===== config.mk =====
export PLATFORM = sky130hd
export DESIGN_NAME = ib_fetcher
export DESIGN_NICKNAME = d
export VERILOG_FILES = /design/src/rtl/ib_fetch_pkg.sv /design/src/rtl/ib_sync_fifo.sv /design/src/rtl/ib_batch_gate.sv /design/src/rtl/ib_seg_issue.sv /design/src/rtl/ib_fetcher.sv
export SDC_FILE = /design/constraint.sdc
export NUM_CORES = 1
export LEC_CHECK = 0
export ABC_AREA = 1
export BUFFER_PORTS_ARGS = -buffer_cell sky130_fd_sc_hd__buf_2
export CAP_MARGIN = 20
export CELL_PAD_IN_SITES_DETAIL_PLACEMENT = 0
export CELL_PAD_IN_SITES_GLOBAL_PLACEMENT = 1
export CORE_MARGIN = 4
export CORE_UTILIZATION = 54
export DETAILED_ROUTE_END_ITERATION = 6
export GPL_ROUTABILITY_DRIVEN = 0
export GPL_TIMING_DRIVEN = 0
export PLACE_DENSITY = 0.82
export SLEW_MARGIN = 10
export SYNTH_ARGS = -nofsm -noshare
export SYNTH_HDL_FRONTEND = slang
export SYNTH_SLANG_ARGS = --single-unit

===== constraint.sdc =====
create_clock -name clk -period 14.1 [get_ports clk]
set_input_delay 0 -clock clk [delete_from_list [all_inputs] [get_ports clk]]
set_output_delay 0 -clock clk [all_outputs]
set_load 0.01 [all_outputs]

===== src/rtl/ib_fetch_pkg.sv =====
package ib_fetch_pkg;

  localparam int ADDR_W = 40;
  localparam int WORD_W = 32;
  localparam int LEN_W  = 21;
  localparam int ENT_W  = 64;

  // Bit layout of one entry as it arrives on the push port.
  typedef struct packed {
    logic              sync_wait;   // 63
    logic [LEN_W-1:0]  length;      // 62:42
    logic              sub_level;   // 41
    logic              priv;        // 40
    logic [7:0]        addr_hi;     // 39:32
    logic [29:0]       addr_lo;     // 31:2
    logic              rsvd;        // 1
    logic              cond_fetch;  // 0
  } raw_entry_t;

  // What the fetcher keeps of an entry once it has been queued.
  typedef struct packed {
    logic              read_ahead;
    logic [LEN_W-1:0]  length;
    logic [ADDR_W-1:0] start;
  } seg_desc_t;

  function automatic logic [ADDR_W-1:0] seg_start(input raw_entry_t e);
    return {e.addr_hi, e.addr_lo, 2'b00};
  endfunction

endpackage


===== src/rtl/ib_sync_fifo.sv =====
module ib_sync_fifo #(
  parameter int WIDTH = 8,
  parameter int DEPTH = 4
) (
  input  logic                           clk,
  input  logic                           rst,
  input  logic                           push,
  input  logic [WIDTH-1:0]               wdata,
  input  logic                           pop,
  output logic [WIDTH-1:0]               rdata,
  output logic                           empty,
  output logic                           full,
  output logic [$clog2(DEPTH+1)-1:0]     count
);
  localparam int AW = (DEPTH > 1) ? $clog2(DEPTH) : 1;
  localparam int CW = $clog2(DEPTH + 1);
  localparam logic [AW-1:0] LAST = AW'(DEPTH - 1);

  logic [WIDTH-1:0] store [DEPTH];
  logic [AW-1:0]    wr_ptr, rd_ptr;
  logic [CW-1:0]    cnt_q;

  function automatic logic [AW-1:0] bump(input logic [AW-1:0] p);
    return (p == LAST) ? '0 : p + AW'(1);
  endfunction

  // Storage without reset so it maps onto distributed or block RAM.
  always_ff @(posedge clk) begin
    if (push) store[wr_ptr] <= wdata;
  end

  always_ff @(posedge clk) begin
    if (rst) begin
      wr_ptr <= '0;
      rd_ptr <= '0;
      cnt_q  <= '0;
    end else begin
      if (push) wr_ptr <= bump(wr_ptr);
      if (pop)  rd_ptr <= bump(rd_ptr);
      if (push && !pop)      cnt_q <= cnt_q + CW'(1);
      else if (pop && !push) cnt_q <= cnt_q - CW'(1);
    end
  end

  assign rdata = store[rd_ptr];
  assign empty = (cnt_q == '0);
  assign full  = (cnt_q == CW'(DEPTH));
  assign count = cnt_q;

  assert_no_overflow_R12: assert property (@(posedge clk) disable iff (rst)
    (push && !pop) |-> (cnt_q != CW'(DEPTH)));
  assert_no_underflow_R12: assert property (@(posedge clk) disable iff (rst)
    pop |-> (cnt_q != '0));

endmodule


===== src/rtl/ib_batch_gate.sv =====
module ib_batch_gate (
  input  logic clk,
  input  logic rst,
  input  logic accept,
  input  logic sync_wait,
  input  logic last,
  output logic read_ahead
);
  // Set once a sync-flagged entry has been taken in the current batch.
  logic closed_q;

  assign read_ahead = !sync_wait && !closed_q;

  always_ff @(posedge clk) begin
    if (rst) begin
      closed_q <= 1'b0;
    end else if (accept) begin
      if (last)           closed_q <= 1'b0;
      else if (sync_wait) closed_q <= 1'b1;
    end
  end

  assert_batch_reopen_R6: assert property (@(posedge clk) disable iff (rst)
    (accept && last) |=> !closed_q);

endmodule


===== src/rtl/ib_seg_issue.sv =====
module ib_seg_issue
  import ib_fetch_pkg::*;
(
  input  logic              clk,
  input  logic              rst,
  input  logic              halt_i,
  input  logic              head_valid_i,
  input  seg_desc_t         head_i,
  input  logic              drained_i,
  input  logic              credit_ok_i,
  input  logic              req_ready_i,
  output logic              head_pop_o,
  output logic              req_valid_o,
  output logic [ADDR_W-1:0] req_addr_o
);
  logic              run_q;
  logic              ahead_q;
  logic [ADDR_W-1:0] addr_q;
  logic [LEN_W-1:0]  rem_q;
  logic              zero_len;
  logic              may_start;
  logic              req_fire;

  assign zero_len   = (head_i.length == '0);
  assign may_start  = zero_len || head_i.read_ahead || drained_i;
  assign head_pop_o = !run_q && head_valid_i && !halt_i && may_start;
  assign req_valid_o = run_q && credit_ok_i;
  assign req_addr_o  = addr_q;
  assign req_fire    = req_valid_o && req_ready_i;

  always_ff @(posedge clk) begin
    if (rst) begin
      run_q   <= 1'b0;
      ahead_q <= 1'b0;
      addr_q  <= '0;
      rem_q   <= '0;
    end else if (!run_q) begin
      if (head_pop_o && !zero_len) begin
        run_q   <= 1'b1;
        ahead_q <= head_i.read_ahead;
        addr_q  <= head_i.start;
        rem_q   <= head_i.length;
      end
    end else if (req_fire) begin
      addr_q <= addr_q + ADDR_W'(4);
      rem_q  <= rem_q - LEN_W'(1);
      if (rem_q == LEN_W'(1)) run_q <= 1'b0;
    end
  end

  assert_addr_step_R2: assert property (@(posedge clk) disable iff (rst)
    (req_fire && rem_q > LEN_W'(1)) |=> (req_addr_o == $past(req_addr_o) + ADDR_W'(4)));
  assert_no_empty_read_R4: assert property (@(posedge clk) disable iff (rst)
    req_valid_o |-> (rem_q != '0));
  assert_wait_drain_R5: assert property (@(posedge clk) disable iff (rst)
    ($rose(run_q) && !ahead_q) |-> $past(drained_i));
  assert_halt_hold_R8: assert property (@(posedge clk) disable iff (rst)
    (halt_i && !run_q) |=> !run_q);

endmodule


===== src/rtl/ib_fetcher.sv =====
module ib_fetcher
  import ib_fetch_pkg::*;
#(
  parameter int ENT_DEPTH  = 4,
  parameter int DATA_DEPTH = 8
) (
  input  logic              clk,
  input  logic              rst,
  input  logic              halt_i,
  input  logic              ent_valid_i,
  input  logic [63:0]       ent_data_i,
  input  logic              ent_last_i,
  output logic              ent_ready_o,
  output logic              mem_req_valid_o,
  output logic [ADDR_W-1:0] mem_req_addr_o,
  input  logic              mem_req_ready_i,
  input  logic              mem_rsp_valid_i,
  input  logic [WORD_W-1:0] mem_rsp_data_i,
  output logic              word_valid_o,
  output logic [WORD_W-1:0] word_data_o,
  output logic [ADDR_W-1:0] word_addr_o,
  input  logic              word_ready_i
);
  localparam int EC_W  = $clog2(ENT_DEPTH + 1);
  localparam int DC_W  = $clog2(DATA_DEPTH + 1);
  localparam int SEG_W = $bits(seg_desc_t);
  localparam int BUF_W = ADDR_W + WORD_W;

  // ---------------- entry decode and queue ----------------
  raw_entry_t raw;
  seg_desc_t  in_desc, head_desc;
  logic       ent_full, ent_empty, ent_accept, ent_pop, read_ahead;
  logic [EC_W-1:0] ent_cnt;
  logic       unused_fields;

  assign raw           = raw_entry_t'(ent_data_i);
  assign unused_fields = ^{raw.cond_fetch, raw.rsvd, raw.priv, raw.sub_level, ent_cnt};
  assign ent_ready_o   = !ent_full;
  assign ent_accept    = ent_valid_i && !ent_full;

  ib_batch_gate u_gate (
    .clk        (clk),
    .rst        (rst),
    .accept     (ent_accept),
    .sync_wait  (raw.sync_wait),
    .last       (ent_last_i),
    .read_ahead (read_ahead)
  );

  always_comb begin
    in_desc.read_ahead = read_ahead;
    in_desc.length     = raw.length;
    in_desc.start      = seg_start(raw);
  end

  logic [SEG_W-1:0] head_bits;

  ib_sync_fifo #(.WIDTH(SEG_W), .DEPTH(ENT_DEPTH)) u_entq (
    .clk   (clk),
    .rst   (rst),
    .push  (ent_accept),
    .wdata (in_desc),
    .pop   (ent_pop),
    .rdata (head_bits),
    .empty (ent_empty),
    .full  (ent_full),
    .count (ent_cnt)
  );
  assign head_desc = seg_desc_t'(head_bits);

  // ---------------- issue and in-flight bookkeeping ----------------
  logic              tag_empty, tag_full, buf_empty, buf_full;
  logic [DC_W-1:0]   tag_cnt, buf_cnt;
  logic [DC_W:0]     inflight;
  logic              credit_ok, drained, req_fire;
  logic [ADDR_W-1:0] tag_head;
  logic [BUF_W-1:0]  buf_head;
  logic              unused_flags;
  logic              out_load;
  logic              out_valid_q;
  logic [WORD_W-1:0] out_data_q;
  logic [ADDR_W-1:0] out_addr_q;

  assign inflight  = {1'b0, tag_cnt} + {1'b0, buf_cnt};
  assign credit_ok = inflight < (DC_W + 1)'(DATA_DEPTH);
  assign drained   = tag_empty && buf_empty && !out_valid_q;
  assign req_fire  = mem_req_valid_o && mem_req_ready_i;
  assign unused_flags = ^{tag_full, buf_full};

  ib_seg_issue u_issue (
    .clk          (clk),
    .rst          (rst),
    .halt_i       (halt_i),
    .head_valid_i (!ent_empty),
    .head_i       (head_desc),
    .drained_i    (drained),
    .credit_ok_i  (credit_ok),
    .req_ready_i  (mem_req_ready_i),
    .head_pop_o   (ent_pop),
    .req_valid_o  (mem_req_valid_o),
    .req_addr_o   (mem_req_addr_o)
  );

  // Addresses of requests whose data has not returned yet.
  ib_sync_fifo #(.WIDTH(ADDR_W), .DEPTH(DATA_DEPTH)) u_tagq (
    .clk   (clk),
    .rst   (rst),
    .push  (req_fire),
    .wdata (mem_req_addr_o),
    .pop   (mem_rsp_valid_i),
    .rdata (tag_head),
    .empty (tag_empty),
    .full  (tag_full),
    .count (tag_cnt)
  );

  // Returned words with their addresses, waiting for the output register.
  ib_sync_fifo #(.WIDTH(BUF_W), .DEPTH(DATA_DEPTH)) u_wordq (
    .clk   (clk),
    .rst   (rst),
    .push  (mem_rsp_valid_i),
    .wdata ({tag_head, mem_rsp_data_i}),
    .pop   (out_load),
    .rdata (buf_head),
    .empty (buf_empty),
    .full  (buf_full),
    .count (buf_cnt)
  );

  // ---------------- registered word port ----------------
  assign out_load = !buf_empty && (!out_valid_q || word_ready_i);

  always_ff @(posedge clk) begin
    if (rst) begin
      out_valid_q <= 1'b0;
      out_data_q  <= '0;
      out_addr_q  <= '0;
    end else if (out_load) begin
      out_valid_q <= 1'b1;
      out_addr_q  <= buf_head[BUF_W-1:WORD_W];
      out_data_q  <= buf_head[WORD_W-1:0];
    end else if (word_ready_i) begin
      out_valid_q <= 1'b0;
    end
  end

  assign word_valid_o = out_valid_q;
  assign word_data_o  = out_data_q;
  assign word_addr_o  = out_addr_q;

  assert_out_stable_R9: assert property (@(posedge clk) disable iff (rst)
    (word_valid_o && !word_ready_i) |=>
      (word_valid_o && $stable(word_data_o) && $stable(word_addr_o)));
  assert_rsp_has_tag_R3: assert property (@(posedge clk) disable iff (rst)
    mem_rsp_valid_i |-> !tag_empty);
  assert_credit_bound_R12: assert property (@(posedge clk) disable iff (rst)
    mem_req_valid_o |-> (inflight < (DC_W + 1)'(DATA_DEPTH)));

endmodule


==> results of run 1 <==
==> registers in the layout, indices dropped and copies added, names as in the netlist, named ones only <==
name,count
u_wordq.store,560
u_tagq.store,304
u_entq.store,240
u_issue.req_addr_o,38
word_addr_o,38
word_data_o,32
u_issue.rem_q,21
u_tagq.count,4
u_wordq.count,4
u_entq.count,3
u_tagq.rd_ptr,3
u_tagq.wr_ptr,3
u_wordq.rd_ptr,3
u_wordq.wr_ptr,3
u_entq.rd_ptr,2
u_entq.wr_ptr,2
u_gate.closed_q,1
u_issue.run_q,1
word_valid_o,1
==> routing by layer <==
metal | wire [um] | global-route usage [%]
met1 | 52900 | 34.5
met2 | 66100 | 45.6
met3 | 9490 | 4.34
met4 | 4790 | 9.80
met5 | 0 | 0
==> where the power goes <==
group	switching [mW]	leakage [nW]	total (mW)	internal (mW)
combinational	2.21	8.11	3.24	1.03
clock	1.42	2.08	3.45	2.03
sequential	0.358	11.4	4.94	4.58
total	3.99	21.6	11.6	7.64
==> critical path, stage by stage (launching register included) <==
cell	delay (ns)
sky130_fd_sc_hd__dfxtp_1	0.45
sky130_fd_sc_hd__nor2_1	0.08
sky130_fd_sc_hd__nand3_1	0.10
sky130_fd_sc_hd__inv_1	0.07
sky130_fd_sc_hd__nor2_2	0.37
sky130_fd_sc_hd__buf_8	0.23
sky130_fd_sc_hd__clkbuf_1	0.83
sky130_fd_sc_hd__inv_1	0.38
sky130_fd_sc_hd__ha_1	0.34
sky130_fd_sc_hd__inv_1	0.13
sky130_fd_sc_hd__ha_1	0.28
sky130_fd_sc_hd__nand2_1	0.07
sky130_fd_sc_hd__nor2_1	0.04
sky130_fd_sc_hd__a211oi_1	0.24
sky130_fd_sc_hd__nor2_1	0.07
sky130_fd_sc_hd__nor2_1	0.09
sky130_fd_sc_hd__nand2_1	0.08
sky130_fd_sc_hd__o21ai_0	0.14
sky130_fd_sc_hd__a21oi_1	0.06
==> final cells by class <==
type / count / area share (%)
plain buffers: 257 / 1.84
flip-flops and latches: 1268 / 60.6
clock inverters: 60 / 1.14
clock buffers: 179 / 6.01
multi-input cells: 2415 / 20.9
well taps: 1254 / 2.61
repair buffers: 393 / 5.43
inverters: 244 / 1.52
==> path summary, 6_finish.rpt <==
| kind | from | endpoint | slack (ns) | cells after the start |
|---|---|---|---|---|
| hold reg to reg | u_tagq.rd_ptr[1] | flip-flop | 0.49 | 2 |
| hold / removal | ent_data_i[50] | u_entq.store[2][46] | 0.04 | 2 |
| setup reg to reg | u_wordq.count[1] | u_wordq.count[3] | 9.91 | 18 |
| setup / recovery | u_wordq.count[1] | u_wordq.count[3] | 9.91 | 18 |
==> through the flow <==
stage	power, mW	std cells	setup WS (ns)	hold slack, ns	instance area, um^2
3_3_place_gp	8.13	5648	6.78	0.209	53500
4_1_cts	11.7	6070	9.84	0.0000464	60100
2_1_floorplan	6.89	4184	9.42	0.0989	50900
3_5_place_dp	8.20	5707	9.88	0.215	54600
5_1_grt	12.2	6070	9.66	0.0332	60100
6_report	11.6	6070	9.91	0.0355	60100
==> cells in the final DEF (no fill, tap or decap), types with 3 or more instances in the layout <==
| cell | instances |
|---|---|
| sky130_fd_sc_hd__nor3_1 | 18 |
| sky130_fd_sc_hd__nand4_1 | 13 |
| sky130_fd_sc_hd__inv_1 | 241 |
| sky130_fd_sc_hd__buf_4 | 42 |
| sky130_fd_sc_hd__clkinv_2 | 18 |
| sky130_fd_sc_hd__clkbuf_8 | 5 |
| sky130_fd_sc_hd__xor2_1 | 33 |
| sky130_fd_sc_hd__a31oi_1 | 40 |
| sky130_fd_sc_hd__buf_1 | 18 |
| sky130_fd_sc_hd__dfxtp_1 | 164 |
| sky130_fd_sc_hd__clkbuf_16 | 136 |
| sky130_fd_sc_hd__nand3b_1 | 5 |
| sky130_fd_sc_hd__dlygate4sd3_1 | 124 |
| sky130_fd_sc_hd__nor2_4 | 14 |
| sky130_fd_sc_hd__o22ai_1 | 61 |
| sky130_fd_sc_hd__a221o_1 | 3 |
| sky130_fd_sc_hd__bufinv_16 | 12 |
| sky130_fd_sc_hd__fa_1 | 3 |
| sky130_fd_sc_hd__nor2_1 | 523 |
| sky130_fd_sc_hd__edfxtp_1 | 1104 |
| sky130_fd_sc_hd__nand2_1 | 408 |
| sky130_fd_sc_hd__xnor2_1 | 6 |
| sky130_fd_sc_hd__buf_6 | 7 |
| sky130_fd_sc_hd__clkinv_1 | 14 |
| sky130_fd_sc_hd__ha_1 | 26 |
| sky130_fd_sc_hd__a211oi_1 | 4 |
| sky130_fd_sc_hd__buf_2 | 243 |
| sky130_fd_sc_hd__nand3_1 | 97 |
| sky130_fd_sc_hd__buf_16 | 10 |
| sky130_fd_sc_hd__buf_12 | 24 |
| sky130_fd_sc_hd__inv_6 | 5 |
| sky130_fd_sc_hd__clkbuf_1 | 218 |
| sky130_fd_sc_hd__nor3_2 | 6 |
| sky130_fd_sc_hd__conb_1 | 4 |
| sky130_fd_sc_hd__mux2i_1 | 142 |
| sky130_fd_sc_hd__o21ai_0 | 623 |
| sky130_fd_sc_hd__a32o_1 | 6 |
| sky130_fd_sc_hd__clkinvlp_4 | 6 |
| sky130_fd_sc_hd__a21oi_1 | 294 |
| sky130_fd_sc_hd__o211ai_1 | 71 |
==> what timing repair did <==
item | 4_1_cts | 5_1_grt
endpoints found under the hold margin | 536 | 0
setup buffers | 0 | 0
hold buffers | 124 | 0
==> kinds of logic (layout without fill, tap and decap cells) <==
group	Yosys count	in the layout	share of synthesized area, %
AO/OA/AOI/OAI	1110	1110	11.7
XOR/XNOR	39	39	0.672
adder cells (fa/ha/maj)	29	29	0.758
buffers and inverters	501	1133	3.97
flip-flops	1268	1268	71.6
multiplexers	142	142	2.79
other	1	4	0.00737
AND/OR/NAND/NOR	1091	1091	8.48
==> metrics.log, run 1 <==
INFO  metric criticalPathCategory = reg -> reg
INFO  metric remaining_number_of_nets_flagged_by_the_antenna_check_after_routing = 0
INFO  metric wirelength = 133000 um
INFO  metric detailedRoute.firstPassIterationCount = 6
INFO  metric max_slew_margin = 26.9%
INFO  metric area_of_the_core = 93300 um^2
INFO  metric grt_first_pass_wirelength = 199000 um
INFO  metric min_period_over_period = 29.7%
INFO  metric clk_transition_reported_paths = about 0.060 ns
INFO  metric die-height = ~310 um
INFO  metric postCtsResizedCells = 0
INFO  metric cts_tree = done
INFO  metric drive_gt1_share = 11.2%
INFO  metric vias_per_cell = 5.61
INFO  metric final_core_utilization = 64.4%
INFO  metric hold_class = in -> reg
INFO  metric yosys.cell_count.top_type = sky130_fd_sc_hd__edfxtp_1
INFO  metric syn_avg_cell_area = 12.2 um^2
INFO  metric initial_utilization = 54.5%
INFO  metric postSynthCellCount = between 4000 and 5000
INFO  metric synth_seq_cells = 1268
INFO  metric filler_cell_count = around 7000
INFO  metric timing.final.crit_period = roughly 4.2 ns
INFO  metric io_buffers = 210
INFO  metric synth_seq_area_share = between 70% and 80%
INFO  metric insertedDiodeCount = 0
INFO  metric yosys.area.top_type = sky130_fd_sc_hd__edfxtp_1
INFO  metric num_rows = 112
INFO  metric footprint_of_the_multi_input_gates = 12600 um^2
INFO  metric power_density = 193 nW/um^2
INFO  metric io_pins = 219
INFO  metric rsz0062_at_grt = no
INFO  metric design.die.area = 99200 um^2
INFO  metric outcome = finished, final reports clean
INFO  metric cap_viol_max_count = 0
INFO  metric grt_remaining_overflow = 0
INFO  metric yosysUniqueCellTypes = 40
INFO  metric synth.area.top_cells = sky130_fd_sc_hd__edfxtp_1, sky130_fd_sc_hd__dfxtp_1, sky130_fd_sc_hd__o21ai_0
INFO  metric route.detailed.drc = 0
INFO  metric timing.fmax = 239 MHz
INFO  metric nets = 4843
INFO  metric synth_top_area_share = 65.2%
INFO  metric synth_commonest_cells = sky130_fd_sc_hd__edfxtp_1, sky130_fd_sc_hd__o21ai_0, sky130_fd_sc_hd__nor2_1
INFO  metric place.detailed.hpwl = 88100 um
INFO  metric route.detailed.wl_per_inst = ~22 um
INFO  metric cts_num_sinks = 1268
INFO  metric ir_drop = 158 uV
INFO  metric sum_of_negative_setup_slack = 0 ns
INFO  metric drt_first_iter_violations = 2906
INFO  metric static-leakage-power = 21.6 nW
INFO  metric timing.critical_path.from_type = flip-flop
INFO  metric critical_path.endpoint_type = flip-flop
INFO  metric worstPathRequired = 14.71 ns
INFO  metric fp.dieW = approximately 310 um
INFO  metric critical_path_peak_fanout = 10
INFO  metric synthesis.area = 50900 um^2
INFO  metric ys_async_sr_fraction = 0%
INFO  metric cts_max_path_buffers = 3
INFO  metric hold_viol = 0
INFO  metric grt_usage = 26.6%
INFO  metric transition_at_the_pin_with_the_smallest_max_transition_slack = ~1.1 ns
INFO  metric clock-root-buffer = sky130_fd_sc_hd__clkbuf_16
INFO  metric synth.yosys.warnings = 0
INFO  metric maximum_level_of_the_cts_h_tree = 4
INFO  metric worst_skew_pair.late_latency = 0.74 ns
INFO  metric cts-buffers-inserted = ~130
INFO  metric register_area = 36400 um^2
INFO  metric largest_net_degree_at_the_start_of_global_routing = 27
INFO  metric synth_edf_count = 1104
INFO  metric area_grow_syn2layout = 18.3%
INFO  metric timing_max_transition_violations_final = 0
INFO  metric critical_path_arrival = 4.80 ns
INFO  metric worst_clock_skew = around 0.03 ns
INFO  metric via_count_of_the_first_global_routing_pass = 33200
INFO  metric grt_antenna_before_repair = 0
INFO  metric finalSetupViolations = 0
INFO  metric vias = 34100
INFO  metric ys.flop_type = sky130_fd_sc_hd__edfxtp_1
Power figures use the tool's default switching activity.
==> inputs of run 2 (changes only) <==
--- a/config.mk
+++ b/config.mk
@@ -5,17 +5,17 @@
 export SDC_FILE = /design/constraint.sdc
 export NUM_CORES = 1
 export LEC_CHECK = 0
-export ABC_AREA = 1
+export ABC_AREA = 0
 export BUFFER_PORTS_ARGS = -buffer_cell sky130_fd_sc_hd__buf_2
 export CAP_MARGIN = 20
 export CELL_PAD_IN_SITES_DETAIL_PLACEMENT = 0
 export CELL_PAD_IN_SITES_GLOBAL_PLACEMENT = 1
 export CORE_MARGIN = 4
-export CORE_UTILIZATION = 54
+export CORE_UTILIZATION = 53
 export DETAILED_ROUTE_END_ITERATION = 6
 export GPL_ROUTABILITY_DRIVEN = 0
 export GPL_TIMING_DRIVEN = 0
-export PLACE_DENSITY = 0.82
+export PLACE_DENSITY = 0.77
 export SLEW_MARGIN = 10
 export SYNTH_ARGS = -nofsm -noshare
 export SYNTH_HDL_FRONTEND = slang
==> constraint.sdc (replaced) <==
create_clock -name clk -period 4.2 [get_ports clk]
set_input_delay 0 -clock clk [delete_from_list [all_inputs] [get_ports clk]]
set_output_delay 0 -clock clk [all_outputs]
set_load 0.01 [all_outputs]
==> run 2 against run 1 <==
Against the previous run:
- area after synthesis decreased by 4.0%
- cell count decreased by 28%
- count of clock-buffer cells in the layout increased by 1
- sequential share of layout area increased by 2.1 points
- flip-flop and latch count unchanged
- wire length decreased by 15%
- critical path type unchanged
- core utilization decreased by 0.98 points
- cell area decreased by 3.4%
- largest cell class unchanged
- sequential power increased to 3.3 times the previous value
- largest power group unchanged
- clock power increased to 3.2 times the previous value
- first-iteration DRC count decreased by 16%
- synthesized cell count decreased by 39%
==> metrics.log, run 2 <==
INFO  metric timing.critical_path.slowest_cell_delay = 0.52 ns (-0.31 ns)
INFO  metric grt_usage = 23.8% (-2.9 points)
INFO  metric post_dp_cell_area = 52700 um^2 (-3.5%)
INFO  metric yosys.cell_count.top_type = sky130_fd_sc_hd__edfxtp_1
INFO  metric postSynthCellCount = 2533 (-39%)
INFO  metric area_grow_syn2layout = 19.0%
INFO  metric synth_commonest_cells = sky130_fd_sc_hd__edfxtp_1, sky130_fd_sc_hd__mux4_2, sky130_fd_sc_hd__dfxtp_1
INFO  metric synth.area.top_cells = sky130_fd_sc_hd__edfxtp_1, sky130_fd_sc_hd__mux4_2, sky130_fd_sc_hd__dfxtp_1
INFO  metric cts_tree = done
INFO  metric power_density = 610 nW/um^2 (+220%)
INFO  metric finish.instance_area = 58100 um^2 (-3.4%)
INFO  metric flip_flop_count_of_the_largest_register_after_layout = 560 (unchanged)
INFO  metric crit_chain = clkbuf_1 -> clkbuf_1 -> mux4_2 -> nor4_1 -> nand2_1 -> or2_2 -> a21oi_2 -> inv_1 -> ha_1 -> inv_1 -> fa_1 -> xor2_1 -> or3_1 -> a21oi_1
INFO  metric rsz0062_at_grt = no
INFO  metric cts-buffers-inserted = 130 (-0.76%)
INFO  metric via_count_of_the_first_global_routing_pass = 27300 (-18%)
INFO  metric place.detailed.hpwl = 76500 um (-13%)
INFO  metric static-leakage-power = 18.9 nW (-13%)
INFO  metric crit_slowest_cell = sky130_fd_sc_hd__clkbuf_1
INFO  metric yosysUniqueCellTypes = 62 (+55%)
INFO  metric die-height = 312 um (-1.1%)
INFO  metric hold_class = in -> reg
INFO  metric postCtsSetupRepairBufs = 0 (unchanged)
INFO  metric ys_async_sr_fraction = 0% (unchanged)
INFO  metric nets = 3194 (-34%)
INFO  metric synth.yosys.warnings = 0 (unchanged)
INFO  metric drive_gt1_share = 26.9% (+16 points)
INFO  metric synth_edf_count = 1104 (unchanged)
INFO  metric initial_utilization = 53.4% (-1.1 points)
INFO  metric cts_num_sinks = 1268 (unchanged)
INFO  metric finalSetupViolations = 0 (unchanged)
INFO  metric synth_seq_area_share = 74.6% (+3.0 points)
INFO  metric worst_skew_pair.late_latency = 0.74 ns (about the same)
INFO  metric fp.dieW = 312 um (-1.1%)
INFO  metric vias_per_cell = 5.97 (+6.3%)
INFO  metric ir_drop = 399 uV (+150%)
INFO  metric cts_max_path_buffers = 3 (unchanged)
INFO  metric timing.fmax = 256 MHz (+7.2%)
INFO  metric sum_of_negative_setup_slack = 0 ns (unchanged)
INFO  metric transition_at_the_pin_with_the_smallest_max_transition_slack = 1.04 ns (-0.0558 ns)
INFO  metric syn_avg_cell_area = 19.3 um^2 (+58%)
INFO  metric io_buffers = 210 (unchanged)
INFO  metric route.detailed.drc = 0 (unchanged)
INFO  metric synthesis.area = 48800 um^2 (-4.0%)
INFO  metric insertedDiodeCount = 0 (unchanged)
INFO  metric timing.final.crit_period = 3.91 ns (-0.281 ns)
INFO  metric largest_net_degree_at_the_start_of_global_routing = 52 (+93%)
INFO  metric critical_path.endpoint_type = flip-flop
INFO  metric synth_seq_cells = 1268 (unchanged)
INFO  metric largest-register = u_wordq.store
INFO  metric num_rows = 111 (-0.89%)
INFO  metric design.die.area = 97100 um^2 (-2.1%)
INFO  metric finalPower = 35.5 mW (+200%)
INFO  metric worstPathRequired = 4.84 ns (-9.87 ns)
INFO  metric criticalPathCategory = reg -> reg
INFO  metric clock-root-buffer = sky130_fd_sc_hd__clkbuf_16
INFO  metric io_pins = 219 (unchanged)
INFO  metric max_slew_margin = 30.6% (+3.7 points)
INFO  metric layout_commonest_cell = sky130_fd_sc_hd__edfxtp_1
INFO  metric critical_path_peak_fanout = 10 (unchanged)
INFO  metric largestRegisters = u_wordq.store (560), u_tagq.store (304), u_entq.store (240)
INFO  metric detailedRoute.firstPassIterationCount = 5 (-1)
INFO  metric hold_viol = 0 (unchanged)
INFO  metric ys.flop_type = sky130_fd_sc_hd__edfxtp_1
INFO  metric clk_transition_reported_paths = 0.06 ns (about the same)
INFO  metric worst_clock_skew = 0.0236 ns (-0.00728 ns)
INFO  metric remaining_number_of_nets_flagged_by_the_antenna_check_after_routing = 0 (unchanged)
INFO  metric drt_first_iter_violations = 2451 (-16%)
INFO  metric min_period_over_period = 93.1% (+63 points)
INFO  metric final_cell_mix = sky130_fd_sc_hd__edfxtp_1, sky130_fd_sc_hd__mux4_2, sky130_fd_sc_hd__buf_2
INFO  metric route.detailed.wl_per_inst = 26.2 um (+19%)
INFO  metric area_of_the_core = 91500 um^2 (-1.9%)
INFO  metric grt_antenna_before_repair = 1 (+1)
INFO  metric timing_max_transition_violations_final = 0 (unchanged)
INFO  metric grt_first_pass_wirelength = 172000 um (-13%)
INFO  metric final_core_utilization = 63.5% (-0.98 points)
INFO  metric synth_top_area_share = 67.9% (+2.7 points)
INFO  metric critical_path_arrival = 4.55 ns (-0.25 ns)
INFO  metric vias = 26000 (-24%)
INFO  metric timing.critical_path.from_type = flip-flop
INFO  metric grt_remaining_overflow = 0 (unchanged)
INFO  metric maximum_level_of_the_cts_h_tree = 4 (unchanged)
INFO  metric yosys.area.top_type = sky130_fd_sc_hd__edfxtp_1
INFO  metric outcome = finished, final reports clean
INFO  metric wirelength = 114000 um (-15%)
INFO  metric cap_viol_max_count = 0 (unchanged)
[run 2: changes by cell type after synthesis, moves of 71 or more]
| cell | previous run | this run |
|---|---|---|
| sky130_fd_sc_hd__o21ai_0 | 623 | 42 |
| sky130_fd_sc_hd__nor2_1 | 538 | 129 |
| sky130_fd_sc_hd__nand2_1 | 408 | 95 |
| sky130_fd_sc_hd__mux4_2 | 0 | 276 |
| sky130_fd_sc_hd__inv_1 | 241 | 20 |
| sky130_fd_sc_hd__a21oi_1 | 294 | 82 |
| sky130_fd_sc_hd__clkbuf_1 | 181 | 95 |
| sky130_fd_sc_hd__nand3_1 | 97 | 19 |
| sky130_fd_sc_hd__a211oi_1 | 4 | 75 |
[run 2: worst max-delay path, delay by kind of cell, from the launching register on]
family	cells	cell delay [ns]
and+or+nand+nor	4	1.26
DFF	1	0.31
adders and majority gates	2	0.38
AOI/OAI and AO/OA	2	0.35
buffers and inverters	4	1.00
muxes	1	0.44
xor gates and xnor gates	1	0.07
[run 2: final timing paths]
check                         from             endpoint  slack [ns]  cells past startpoint
setup / recovery         flip-flop      u_entq.count[2]        0.29                     14
hold / removal      ent_data_i[22]  u_entq.store[0][20]        0.03                      2
setup reg to reg         flip-flop      u_entq.count[2]        0.29                     14
hold reg to reg   u_issue.rem_q[4]     u_issue.rem_q[4]        0.48                      2
[run 2: cells by family (layout without fill, tap and decap cells)]
kind of cell	count (synthesis)	count (layout)	synth area share (%)
compound gates	300	300	4.22
simple gates	361	361	3.48
xor+xnor	8	8	0.143
other cells	1	4	0.00768
flops	1268	1268	74.6
fa+ha+maj	29	29	0.789
buf+inv	173	803	1.51
mux	393	393	15.2
[run 2: cell type report]
type,instances,area [um^2]
repair buffers,393,3380
inverters,20,75.1
well taps,1186,1480
clock buffers,180,3640
plain buffers,153,664
clock inverters,57,564
fillers,6190,33400
multi-input cells,1095,11900
flip-flops and latches,1268,36400
[run 2: what timing repair did]
item,in CTS,in global routing
endpoints found under the setup margin,0,1
hold endpoints to repair,603,0
gates resized for setup,0,3
hold buffers,117,0
[run 2: layer usage]
layer  share of wire [%]  global-route usage (%)
met3                 6.5                    4.47
met1                  39                    30.0
met5                   0                       0
met2                  52                    41.6
met4                 3.1                    8.29
[run 2: power by group]
part	internal, mW	total (mW)	switching, mW	leakage, nW
clock	6.58	11.2	4.66	2.04
sequential	15.1	16.1	0.980	11.4
combinational	3.43	8.15	4.73	5.42
[run 2: per-stage QoR]
stage	cells	setup WS [ns]	hold slack (ns)
after floorplan	2536	-0.102	0.0966
after CTS	4352	0.0635	0.000237
after detailed placement	3998	0.0907	0.217
final	4352	0.291	0.0338
after global routing	4352	0.0703	0.0171
after global placement	3932	-3.04	0.208
